`src/rtl/xlatePkg.sv`:
```
package xlatePkg;
  typedef enum logic {XLATE, WALK} stateT;

  // lookup outcome from datapath to control
  typedef struct packed {
    logic passThru;
    logic hit;
    logic fault;
  } lookT;

  // strobes from control to datapath
  typedef struct packed {
    logic walk;
    logic fill;
    logic capture;
  } strobeT;
endpackage

```
`src/rtl/xlateDatapath.sv`:
```
module xlateDatapath
  import xlatePkg::*;
#(
  parameter int VA_W   = 32,
  parameter int PA_W   = 32,
  parameter int OFF_W  = 12,
  parameter int ADDR_W = 32,
  parameter int LINES  = 8
) (
  input  logic              clk,
  input  logic              rstN,
  input  logic              cpuWrite,
  input  logic [VA_W-1:0]   cpuVaddr,
  input  logic              regWrEn,
  input  logic [1:0]        regSel,
  input  logic [ADDR_W-1:0] regWrData,
  input  logic [PA_W-1:0]   memData,
  input  strobeT            stb,
  output lookT              look,
  output logic [PA_W-1:0]   physAddr,
  output logic [ADDR_W-1:0] memAddr,
  output logic [VA_W-1:0]   statusWord
);
  localparam int PAGE_W  = VA_W - OFF_W;
  localparam int FRAME_W = PA_W - OFF_W;
  localparam int IDX_W   = $clog2(LINES);

  logic                ctlOn;
  logic [ADDR_W-1:0]   ptrReg;
  logic [PAGE_W:0]     maxReg;
  logic [VA_W-1:0]     statusReg;
  logic [IDX_W-1:0]    rrIdx;
  logic [LINES-1:0]    lineUsed;
  logic [PAGE_W-1:0]   lineTag   [LINES];
  logic [FRAME_W-1:0]  lineFrame [LINES];
  logic [LINES-1:0]    lineW;
  logic [LINES-1:0]    lineV;

  logic [PAGE_W-1:0]   page;
  logic [OFF_W-1:0]    offset;
  logic [LINES-1:0]    hitVec;
  logic                anyHit, inBounds, selW, selV, faultInv, faultIll, cfgTouch;
  logic [FRAME_W-1:0]  selFrame;

  assign page     = cpuVaddr[VA_W-1:OFF_W];
  assign offset   = cpuVaddr[OFF_W-1:0];
  assign inBounds = {1'b0, page} < maxReg;
  assign cfgTouch = regWrEn && (regSel == 2'd0 || regSel == 2'd1);

  for (genvar i = 0; i < LINES; i++) begin : gHit
    assign hitVec[i] = lineUsed[i] && (lineTag[i] == page);
  end

  always_comb begin
    selFrame = '0;
    selW     = 1'b0;
    selV     = 1'b0;
    for (int i = 0; i < LINES; i++) begin
      if (hitVec[i]) begin
        selFrame = selFrame | lineFrame[i];
        selW     = selW | lineW[i];
        selV     = selV | lineV[i];
      end
    end
  end

  assign anyHit   = |hitVec;
  assign faultInv = !inBounds || (anyHit && !selV);
  assign faultIll = inBounds && anyHit && selV && cpuWrite && !selW;

  assign look.passThru = !ctlOn;
  assign look.fault    = faultInv || faultIll;
  assign look.hit      = inBounds && anyHit && selV && !(cpuWrite && !selW);

  assign physAddr   = ctlOn ? {selFrame, offset} : PA_W'(cpuVaddr);
  assign memAddr    = ptrReg + ADDR_W'(page);
  assign statusWord = statusReg;

  always_ff @(posedge clk) begin
    if (!rstN) begin
      ctlOn     <= 1'b0;
      ptrReg    <= '0;
      maxReg    <= '0;
      statusReg <= '0;
    end else begin
      if (regWrEn) begin
        case (regSel)
          2'd0:    ctlOn  <= regWrData[0];
          2'd1:    ptrReg <= regWrData;
          2'd2:    maxReg <= regWrData[PAGE_W:0];
          default: ;
        endcase
      end
      if (stb.capture)
        statusReg <= {page, {(OFF_W-2){1'b0}}, faultIll, faultInv};
    end
  end

  always_ff @(posedge clk) begin
    if (!rstN) begin
      lineUsed <= '0;
      rrIdx    <= '0;
    end else begin
      if (cfgTouch)
        lineUsed <= '0;
      else if (stb.fill)
        lineUsed[rrIdx] <= 1'b1;
      if (stb.fill)
        rrIdx <= (rrIdx == IDX_W'(LINES-1)) ? '0 : rrIdx + 1'b1;
    end
  end

  always_ff @(posedge clk) begin
    if (stb.fill) begin
      lineTag[rrIdx]   <= page;
      lineFrame[rrIdx] <= memData[PA_W-1:OFF_W];
      lineW[rrIdx]     <= memData[1];
      lineV[rrIdx]     <= memData[0];
    end
  end

  AST_ONE_LINE: assert property (@(posedge clk) disable iff (!rstN)
    $onehot0(hitVec));
  AST_CAPTURE_KIND: assert property (@(posedge clk) disable iff (!rstN)
    stb.capture |=> ($countones(statusReg[1:0]) == 1));
endmodule

```
`src/rtl/xlateControl.sv`:
```
module xlateControl
  import xlatePkg::*;
(
  input  logic   clk,
  input  logic   rstN,
  input  logic   cpuReq,
  input  logic   memAck,
  input  lookT   look,
  output strobeT stb,
  output logic   cpuReady,
  output logic   trapReq,
  output logic   memReq
);
  stateT state, stateNext;
  logic  grant, miss;

  assign grant    = (state == XLATE) && cpuReq;
  assign miss     = grant && !look.passThru && !look.hit && !look.fault;
  assign cpuReady = grant && (look.passThru || look.hit || look.fault);
  assign trapReq  = grant && !look.passThru && look.fault;

  assign stb.walk    = (state == WALK);
  assign stb.fill    = (state == WALK) && memAck;
  assign stb.capture = trapReq;
  assign memReq      = stb.walk;

  always_comb begin
    stateNext = state;
    case (state)
      XLATE:   if (miss) stateNext = WALK;
      WALK:    if (memAck) stateNext = XLATE;
      default: stateNext = XLATE;
    endcase
  end

  always_ff @(posedge clk) begin
    if (!rstN) state <= XLATE;
    else       state <= stateNext;
  end

  AST_STALL_IN_WALK: assert property (@(posedge clk) disable iff (!rstN)
    memReq |-> !cpuReady);
  AST_RETRY_RESOLVES: assert property (@(posedge clk) disable iff (!rstN)
    ($past(stb.fill) && cpuReq && !look.passThru) |-> (look.hit || look.fault));
endmodule

```
`src/rtl/pagedXlate.sv`:
```
module pagedXlate
  import xlatePkg::*;
#(
  parameter int VA_W   = 32,
  parameter int PA_W   = 32,
  parameter int OFF_W  = 12,
  parameter int ADDR_W = 32,
  parameter int LINES  = 8
) (
  input  logic              clk,
  input  logic              rstN,
  input  logic              cpuReq,
  input  logic              cpuWrite,
  input  logic [VA_W-1:0]   cpuVaddr,
  output logic              cpuReady,
  output logic [PA_W-1:0]   physAddr,
  output logic              trapReq,
  input  logic              regWrEn,
  input  logic [1:0]        regSel,
  input  logic [ADDR_W-1:0] regWrData,
  output logic [VA_W-1:0]   statusWord,
  output logic              memReq,
  output logic [ADDR_W-1:0] memAddr,
  input  logic              memAck,
  input  logic [PA_W-1:0]   memData
);
  lookT   look;
  strobeT stb;

  xlateDatapath #(
    .VA_W(VA_W), .PA_W(PA_W), .OFF_W(OFF_W), .ADDR_W(ADDR_W), .LINES(LINES)
  ) dp (
    .clk(clk), .rstN(rstN), .cpuWrite(cpuWrite), .cpuVaddr(cpuVaddr),
    .regWrEn(regWrEn), .regSel(regSel), .regWrData(regWrData),
    .memData(memData), .stb(stb), .look(look), .physAddr(physAddr),
    .memAddr(memAddr), .statusWord(statusWord)
  );

  xlateControl ctl (
    .clk(clk), .rstN(rstN), .cpuReq(cpuReq), .memAck(memAck), .look(look),
    .stb(stb), .cpuReady(cpuReady), .trapReq(trapReq), .memReq(memReq)
  );

  AST_PASS_CLEAN: assert property (@(posedge clk) disable iff (!rstN)
    (cpuReq && look.passThru) |-> (!trapReq && cpuReady && physAddr == PA_W'(cpuVaddr)));
  AST_TRAP_COMPLETES: assert property (@(posedge clk) disable iff (!rstN)
    trapReq |-> (cpuReady && !memReq));
  AST_ADDR_HELD: assert property (@(posedge clk) disable iff (!rstN)
    (memReq && !memAck && !regWrEn) |=> (memReq && $stable(memAddr)));
endmodule

```
`config.mk`:
```
export PLATFORM = sky130hd
export DESIGN_NAME = pagedXlate
export DESIGN_NICKNAME = d
export VERILOG_FILES = /design/src/rtl/xlatePkg.sv /design/src/rtl/xlateDatapath.sv /design/src/rtl/xlateControl.sv /design/src/rtl/pagedXlate.sv
export SDC_FILE = /design/constraint.sdc
export NUM_CORES = 1
export LEC_CHECK = 0
export BUFFER_PORTS_ARGS = -buffer_cell sky130_fd_sc_hd__buf_4
export CELL_PAD_IN_SITES_DETAIL_PLACEMENT = 0
export CELL_PAD_IN_SITES_GLOBAL_PLACEMENT = 1
export CORE_ASPECT_RATIO = 1.75
export CORE_UTILIZATION = 50
export CTS_BUF_LIST = sky130_fd_sc_hd__clkbuf_8
export DETAILED_ROUTE_END_ITERATION = 10
export GPL_TIMING_DRIVEN = 0
export PLACE_DENSITY = 0.82
export SLEW_MARGIN = 20
export SYNTH_ARGS = -nofsm -noshare
export SYNTH_HDL_FRONTEND = slang
export SYNTH_HIERARCHICAL = 1
export SYNTH_SLANG_ARGS = --single-unit
```
`constraint.sdc`:
```
create_clock -name clk -period 6.11 [get_ports clk]
set_clock_uncertainty 0.1 [all_clocks]
set_input_delay 0.611 -clock clk [delete_from_list [all_inputs] [get_ports clk]]
set_output_delay 0.611 -clock clk [all_outputs]
set_load 0.03 [all_outputs]
```
==> impl_metrics.env, run 1 <==
export IMPL_outcome="completed"
export IMPL_totalWireLength_mm=55.4
export IMPL_cpPeakStageDelay_ns=0.82
export IMPL_port_buffers=170
export IMPL_worstSetupEndpointType="register"
export IMPL_r2r_worst_path_cells=15
export IMPL_criticalPathCategory="primary input to register"
export IMPL_library_cell_used_as_clock_root_buffer="sky130_fd_sc_hd__clkbuf_8"
export IMPL_die_height_microns=262
export IMPL_powerDensity_nw_per_um2=256
export IMPL_post_synth_instance_area_sq_um=19300
export IMPL_cellLeakagePower_nw=7.92
export IMPL_period_needed_ns=5.32
export IMPL_grt_pass1_wl_mm=80.6
export IMPL_worst_r2r_endpoint="dp/statusWord[20]"
export IMPL_remaining_drc_errors=0
export IMPL_critical_path_arrival_ns=5.72
export IMPL_actual_transition_at_the_worst_max_transition_pin_ns=1.25
export IMPL_p_int_mw=4.37
export IMPL_ir_drop_uv=181
export IMPL_initial_core_util=0.510
export IMPL_final_antenna_net_count=0
export IMPL_p_r_area_growth_vs_syn_pct=17.7
export IMPL_setup_viol_count_final=0
export IMPL_r2r_start="dp/lineTag[3][2]"
export IMPL_final_slew_viol_count=0
export IMPL_clock_path_buffers=3
export IMPL_tritoncts="done"
export IMPL_route_vias_total=13331
export IMPL_nets=1928
export IMPL_holdBufCountCts=0
export IMPL_layout_drive_gt1_share=0.194
export IMPL_timing_critical_path_required_ns=6.51
export IMPL_crit_path_start_kind="primary input"
export IMPL_worstPathCellList="buf_4, buf_2, xnor2_1, nand4_1, nor4_1, and4_1, clkbuf_1, a22o_1, a221oi_1, and2_1, o21ai_1, and4bb_2, buf_4, clkbuf_1, buf_1, mux2i_1, nor2b_1"
export IMPL_drt_pass1_iterations=5
export IMPL_critical_path_top_delay_family="simple AND/OR/NAND/NOR gates"
export IMPL_synthesis_yosys_warnings=6
export IMPL_holdCritPathClass="primary input to register"
export IMPL_power_sequential_fraction=0.540
export IMPL_post_drt_via_cell_ratio=5.77
export IMPL_synth_area_per_cell_sq_um=12.7
export IMPL_cap_viol_max_count=0
export IMPL_grt_pass1_vias=13552
export IMPL_rsz0062_at_grt="no"
export IMPL_postCtsResizedCells=0
export IMPL_slew_limit_headroom=0.161
export IMPL_drt_iter0_markers=746
export IMPL_min_path_cells=1
export IMPL_die_area_sq_um=39400
export IMPL_layout_cell_area_non_filler_sq_um=22700
export IMPL_crit_slowest_cell="sky130_fd_sc_hd__nor4_1"
export IMPL_min_period_over_period=0.871
export IMPL_htree_levels=2
export IMPL_clk_transition_reported_paths_ns=0.07
export IMPL_placement_rows=94
export IMPL_die_w_microns=150
export IMPL_cts_sink_count=424
export IMPL_place_detailed_hpwl_mm=39.6
export IMPL_postSynthCellCount=1522
export IMPL_placed_area_sq_um=21600
export IMPL_grt_antenna_before_repair=1
export IMPL_routedWlPerCell_microns=24.0
export IMPL_timing_critical_path_fanout_max=11
export IMPL_global_route_overflow_total=0
export IMPL_p_sw_mw=1.42
export IMPL_report_final_hold_viol_count=0
export IMPL_place_gp_congestion=0.906
export IMPL_groute_usage_overall=0.285
export IMPL_dpl_cell_count=2202
export IMPL_power_switching_fraction=0.246
export IMPL_clk_insertion_delay_late_ns=0.62
export IMPL_pin_count_of_the_biggest_net_entering_global_routing=27
export IMPL_post_route_util=0.601
export IMPL_total_setup_buffers_inserted_after_cts=0
export IMPL_core_area_sq_um=37800
export IMPL_timing_critical_path_buf_inv=6
export IMPL_cts_inserted_buffers=58
export IMPL_hold_start="memData[28]"
export IMPL_hold_crit_endpoint="dp/lineFrame[3][16]"
export IMPL_setup_tns_ns=0
export IMPL_design_portCount=203
export IMPL_filler_cells=3086
export IMPL_power_share_combinational=0.098
export IMPL_power_clock_fraction=0.362
export IMPL_finish_cell_count_without_fillers=2309
export IMPL_achievable_frequency_mhz=188
export IMPL_slack_of_the_worst_reg_to_reg_path_ns=0.93
==> worst max path at each step <==
stage,from,cells past startpoint,to
floorplan,ctl/memReq,3,dp/lineFrame[0][0]
global placement,memAck,4,dp/lineTag[0][15]
detailed placement,cpuVaddr[14],17,dp/statusWord[20]
CTS,cpuVaddr[14],17,dp/statusWord[20]
global route,cpuVaddr[14],17,dp/statusWord[21]
finish,cpuVaddr[14],17,dp/statusWord[20]
==> through the flow <==
step                setup WS [ns]  total power [mW]  hold WS (ns)
CTS                         0.867              5.83        0.0801
finish                      0.790              5.80         0.117
detailed placement          0.257              3.76         0.358
floorplan                    1.66              3.51         0.343
global route                0.604              5.99        0.0853
global placement           -0.751              3.75         0.352
==> flip-flops by register name (all words and copies together), names as in the netlist <==
register       count
dp/ptrReg         32
dp/maxReg         21
dp/statusWord     22
dp/lineUsed        8
dp/lineFrame     160
dp/ctlOn           1
dp/rrIdx           3
dp/lineV           8
dp/lineW           8
ctl/memReq         1
dp/lineTag       160
==> cell type report <==
type                       instances  area, sq um  area share
antenna                            1         2.50    0.000110
buffer                           110          602      0.0265
clock buffer                      64          881      0.0388
clock inverter                    42          243      0.0107
inverter                          35          131     0.00579
multi-input combinational        962         6780       0.299
sequential                       424        11900       0.522
tap                              480          601      0.0265
timing repair buffer             191         1600      0.0705
==> power by group through the flow <==
stage | Combinational (mW) | Sequential, mW | Clock, mW
2_1_floorplan | 0.319 | 3.19 | 0
3_3_place_gp | 0.563 | 3.19 | 0
3_5_place_dp | 0.568 | 3.19 | 0
4_1_cts | 0.571 | 3.13 | 2.13
5_1_grt | 0.607 | 3.13 | 2.25
6_report | 0.570 | 3.13 | 2.10
==> cell usage in the layout, fill, tap and decap left out, types with 7 or more instances in the layout <==
cell,n
sky130_fd_sc_hd__edfxtp_1,336
sky130_fd_sc_hd__a21boi_0,54
sky130_fd_sc_hd__ha_1,41
sky130_fd_sc_hd__clkinv_1,13
sky130_fd_sc_hd__xnor2_1,115
sky130_fd_sc_hd__nor2b_1,28
sky130_fd_sc_hd__buf_6,9
sky130_fd_sc_hd__conb_1,10
sky130_fd_sc_hd__clkbuf_1,51
sky130_fd_sc_hd__buf_2,18
sky130_fd_sc_hd__xor2_1,64
sky130_fd_sc_hd__nor4_1,39
sky130_fd_sc_hd__mux2i_1,27
sky130_fd_sc_hd__nor2_1,52
sky130_fd_sc_hd__a21o_1,12
sky130_fd_sc_hd__inv_1,48
sky130_fd_sc_hd__nand2_1,152
sky130_fd_sc_hd__nand4_1,44
sky130_fd_sc_hd__a221oi_1,43
sky130_fd_sc_hd__or4_1,7
sky130_fd_sc_hd__nor3_1,26
sky130_fd_sc_hd__nand2b_1,9
sky130_fd_sc_hd__a21oi_1,20
sky130_fd_sc_hd__a31oi_1,23
sky130_fd_sc_hd__clkinv_2,9
sky130_fd_sc_hd__a22o_1,43
sky130_fd_sc_hd__buf_4,210
sky130_fd_sc_hd__and4_1,7
sky130_fd_sc_hd__a2111oi_0,10
sky130_fd_sc_hd__clkbuf_8,64
sky130_fd_sc_hd__and3_1,20
sky130_fd_sc_hd__o21ai_0,11
sky130_fd_sc_hd__dfxtp_1,88
sky130_fd_sc_hd__nand3_1,28
==> layer usage <==
layer	share of wire	wire length, microns	global-route usage
met4	0.051	2800	0.149
met5	0	0	0
met2	0.56	30900	0.559
met3	0.057	3180	0.0410
met1	0.33	18500	0.282
Power figures use the tool's default switching activity.
==> run 2: changes to the inputs <==
- SYNTH_HIERARCHICAL: 1 -> not set
==> impl_metrics.env, run 2 <==
export IMPL_gr_max_usage_layer="met2"
export IMPL_holdBufCountCts=0
export IMPL_die_height_microns=258
export IMPL_synth_enable_flop_cells=336
export IMPL_most_frequently_used_cell_type_in_the_post_synthesis_netlist="sky130_fd_sc_hd__edfxtp_1"
export IMPL_initial_core_util=0.508
export IMPL_drt_pass1_iterations=5
export IMPL_criticalPathCategory="primary input to output pin"
export IMPL_slew_limit_headroom=0.207
export IMPL_crit_path_start_kind="primary input"
export IMPL_drt_iter0_markers=925
export IMPL_holdCritPathClass="primary input to register"
export IMPL_place_detailed_hpwl_mm=37.2
export IMPL_synth_sequential_area_ratio=0.634
export IMPL_layout_drive_gt1_share=0.202
export IMPL_timing_critical_path_buf_inv=4
export IMPL_synthTopCellsByCount="336 x sky130_fd_sc_hd__edfxtp_1, 188 x sky130_fd_sc_hd__nand2_1, 100 x sky130_fd_sc_hd__xor2_1"
export IMPL_clk_insertion_delay_late_ns=0.64
export IMPL_grt_pass1_vias=12819
export IMPL_power_clock_fraction=0.377
export IMPL_synth_area_per_cell_sq_um=13.0
export IMPL_ys_async_sr_fraction=0
export IMPL_cts_inserted_buffers=57
export IMPL_report_final_hold_viol_count=0
export IMPL_global_route_overflow_total=0
export IMPL_design_portCount=203
export IMPL_cpPeakStageDelay_ns=0.95
export IMPL_critical_path_startpoint="cpuVaddr[23]"
export IMPL_setup_slack_ns=0.811
export IMPL_power_switching_fraction=0.245
export IMPL_finish_cell_count_without_fillers=2233
export IMPL_commonest_non_fill_non_tap_cells_in_the_layout="336 x sky130_fd_sc_hd__edfxtp_1, 227 x sky130_fd_sc_hd__buf_4, 188 x sky130_fd_sc_hd__nand2_1"
export IMPL_outcome="completed"
export IMPL_power_sequential_fraction=0.532
export IMPL_timing_critical_path_fanout_max=11
export IMPL_critical_path_arrival_ns=4.59
export IMPL_rsz0062_at_grt="no"
export IMPL_postSynthCellCount=1434
export IMPL_ys_top_cells_by_area="sky130_fd_sc_hd__edfxtp_1 54%, sky130_fd_sc_hd__dfxtp_1 9.4%, sky130_fd_sc_hd__xor2_1 4.7%"
export IMPL_ir_drop_uv=183
export IMPL_grt_util_met1=0.302
export IMPL_timing_critical_path_required_ns=5.40
export IMPL_achievable_frequency_mhz=189
export IMPL_grt_pass1_wl_mm=75.8
export IMPL_post_synth_instance_area_sq_um=18700
export IMPL_remaining_drc_errors=0
export IMPL_power_share_combinational=0.091
export IMPL_preCtsSetupSlack_ns=0.855
export IMPL_slack_of_the_worst_reg_to_reg_path_ns=2.41
export IMPL_die_w_microns=148
export IMPL_synthesis_yosys_warnings=0
export IMPL_actual_transition_at_the_worst_max_transition_pin_ns=1.18
export IMPL_min_period_over_period=0.867
export IMPL_r2r_start="dp.lineTag[2][11]"
export IMPL_worstSetupEndpointType="output pin"
export IMPL_placement_rows=93
export IMPL_core_area_sq_um=36800
export IMPL_cellLeakagePower_nw=8.05
export IMPL_pin_count_of_the_biggest_net_entering_global_routing=25
export IMPL_final_slew_viol_count=0
export IMPL_groute_usage_overall=0.273
export IMPL_place_gp_congestion=0.898
export IMPL_layout_commonest_cell="sky130_fd_sc_hd__edfxtp_1"
export IMPL_total_setup_buffers_inserted_after_cts=0
export IMPL_grt_antenna_before_repair=2
export IMPL_p_sw_mw=1.44
export IMPL_ys_ff_latch=424
export IMPL_dpl_cell_count=2122
export IMPL_clk_transition_reported_paths_ns=0.07
export IMPL_die_area_sq_um=38200
export IMPL_totalWireLength_mm=51.5
export IMPL_yosysUniqueCellTypes=70
export IMPL_setup_viol_count_final=0
export IMPL_final_antenna_net_count=0
export IMPL_cts_sink_count=424
export IMPL_post_drt_via_cell_ratio=5.73
export IMPL_critical_path_top_delay_family="simple AND/OR/NAND/NOR gates"
export IMPL_htree_levels=2
export IMPL_crit_slowest_cell="sky130_fd_sc_hd__nor4_1"
export IMPL_hold_worst_slack_ns=0.0895
export IMPL_library_cell_used_as_clock_root_buffer="sky130_fd_sc_hd__clkbuf_8"
export IMPL_groute_layer_met3_usage=0.0345
export IMPL_worstPathCellList="buf_4, buf_2, xor2_1, nor4_1, nand4_1, nor4_1, clkbuf_1, a22o_1, a221oi_1, a31oi_1, buf_4"
export IMPL_hold_start="memData[29]"
export IMPL_p_int_mw=4.44
export IMPL_clock_path_buffers=3
export IMPL_routedWlPerCell_microns=23.1
export IMPL_largestRegisters="dp.lineFrame x160, dp.lineTag x160, dp.ptrReg x32"
export IMPL_nets=1852
export IMPL_powerDensity_nw_per_um2=266
export IMPL_totalPowerFinal_mw=5.88
export IMPL_port_buffers=170
export IMPL_grtUsageMet2=0.495
export IMPL_synth_largest_area_cell="sky130_fd_sc_hd__edfxtp_1"
export IMPL_route_vias_total=12802
export IMPL_period_needed_ns=5.30
export IMPL_cap_viol_max_count=0
export IMPL_p_r_area_growth_vs_syn_pct=18.5
export IMPL_yosys_most_used_dff="sky130_fd_sc_hd__edfxtp_1"
export IMPL_tritoncts="done"
export IMPL_synth_top_area_share=0.540
export IMPL_postCtsResizedCells=0
[run 2: final timing paths]
path / cells past startpoint / to
worst max register to register: 11 / dp.statusWord[18]
worst max-delay path: 11 / physAddr[19]
worst min register to register: 2 / dp.statusWord[26]
worst min-delay path: 1 / dp.lineFrame[3][17]
[run 2: worst reg2reg max path: stages (launching register included)]
cell,delay (ns)
sky130_fd_sc_hd__edfxtp_1,0.38
sky130_fd_sc_hd__xor2_1,0.15
sky130_fd_sc_hd__nor4_1,0.65
sky130_fd_sc_hd__nand3_1,0.17
sky130_fd_sc_hd__nor4_1,0.82
sky130_fd_sc_hd__a22o_2,0.30
sky130_fd_sc_hd__nor3_2,0.06
sky130_fd_sc_hd__a22oi_1,0.29
sky130_fd_sc_hd__nor2b_1,0.22
sky130_fd_sc_hd__buf_6,0.15
sky130_fd_sc_hd__buf_12,0.14
sky130_fd_sc_hd__mux2i_1,0.18
[run 2: final cells by class]
type                    count  area [sq um]
plain buffers              89           527
inverters                  33           124
repair buffers            204          1580
multi-input cells         897          6270
flip-flops and latches    424         11900
diodes                      3          7.51
well taps                 475           594
clock inverters            49           375
fillers                  3013         14600
clock buffers              59           812
[run 2: logic make-up after synthesis]
logic type / Yosys count / share of synthesized area
buf+inv: 122 / 0.0348
other cells: 1 / 0.000201
xor+xnor: 190 / 0.0890
compound gates: 238 / 0.0989
fa+ha+maj: 42 / 0.0285
mux: 20 / 0.0107
flops: 424 / 0.634
simple gates: 397 / 0.104
[run 2: per-layer routing]
layer	share of wire	wire length (microns)
met1	0.36	18400
met2	0.52	26900
met3	0.057	2950
met4	0.062	3210
met5	0	0
[run 2: power groups by stage]
stage	clock network, mW	registers, mW	logic, mW
after CTS	2.24	3.13	0.534
after detailed placement	0	3.19	0.532
final	2.22	3.13	0.533
after floorplan	0	3.19	0.294
after global routing	2.35	3.13	0.568
after global placement	0	3.19	0.525
[run 2: metrics by stage]
stage	TNS [ns]	utilization	instance area, sq um
floorplan	0	-	18700
global placement	-254.14	0.560	20600
detailed placement	0	0.570	20900
CTS	0	0.602	22100
global route	0	0.602	22100
finish	0	0.602	22100
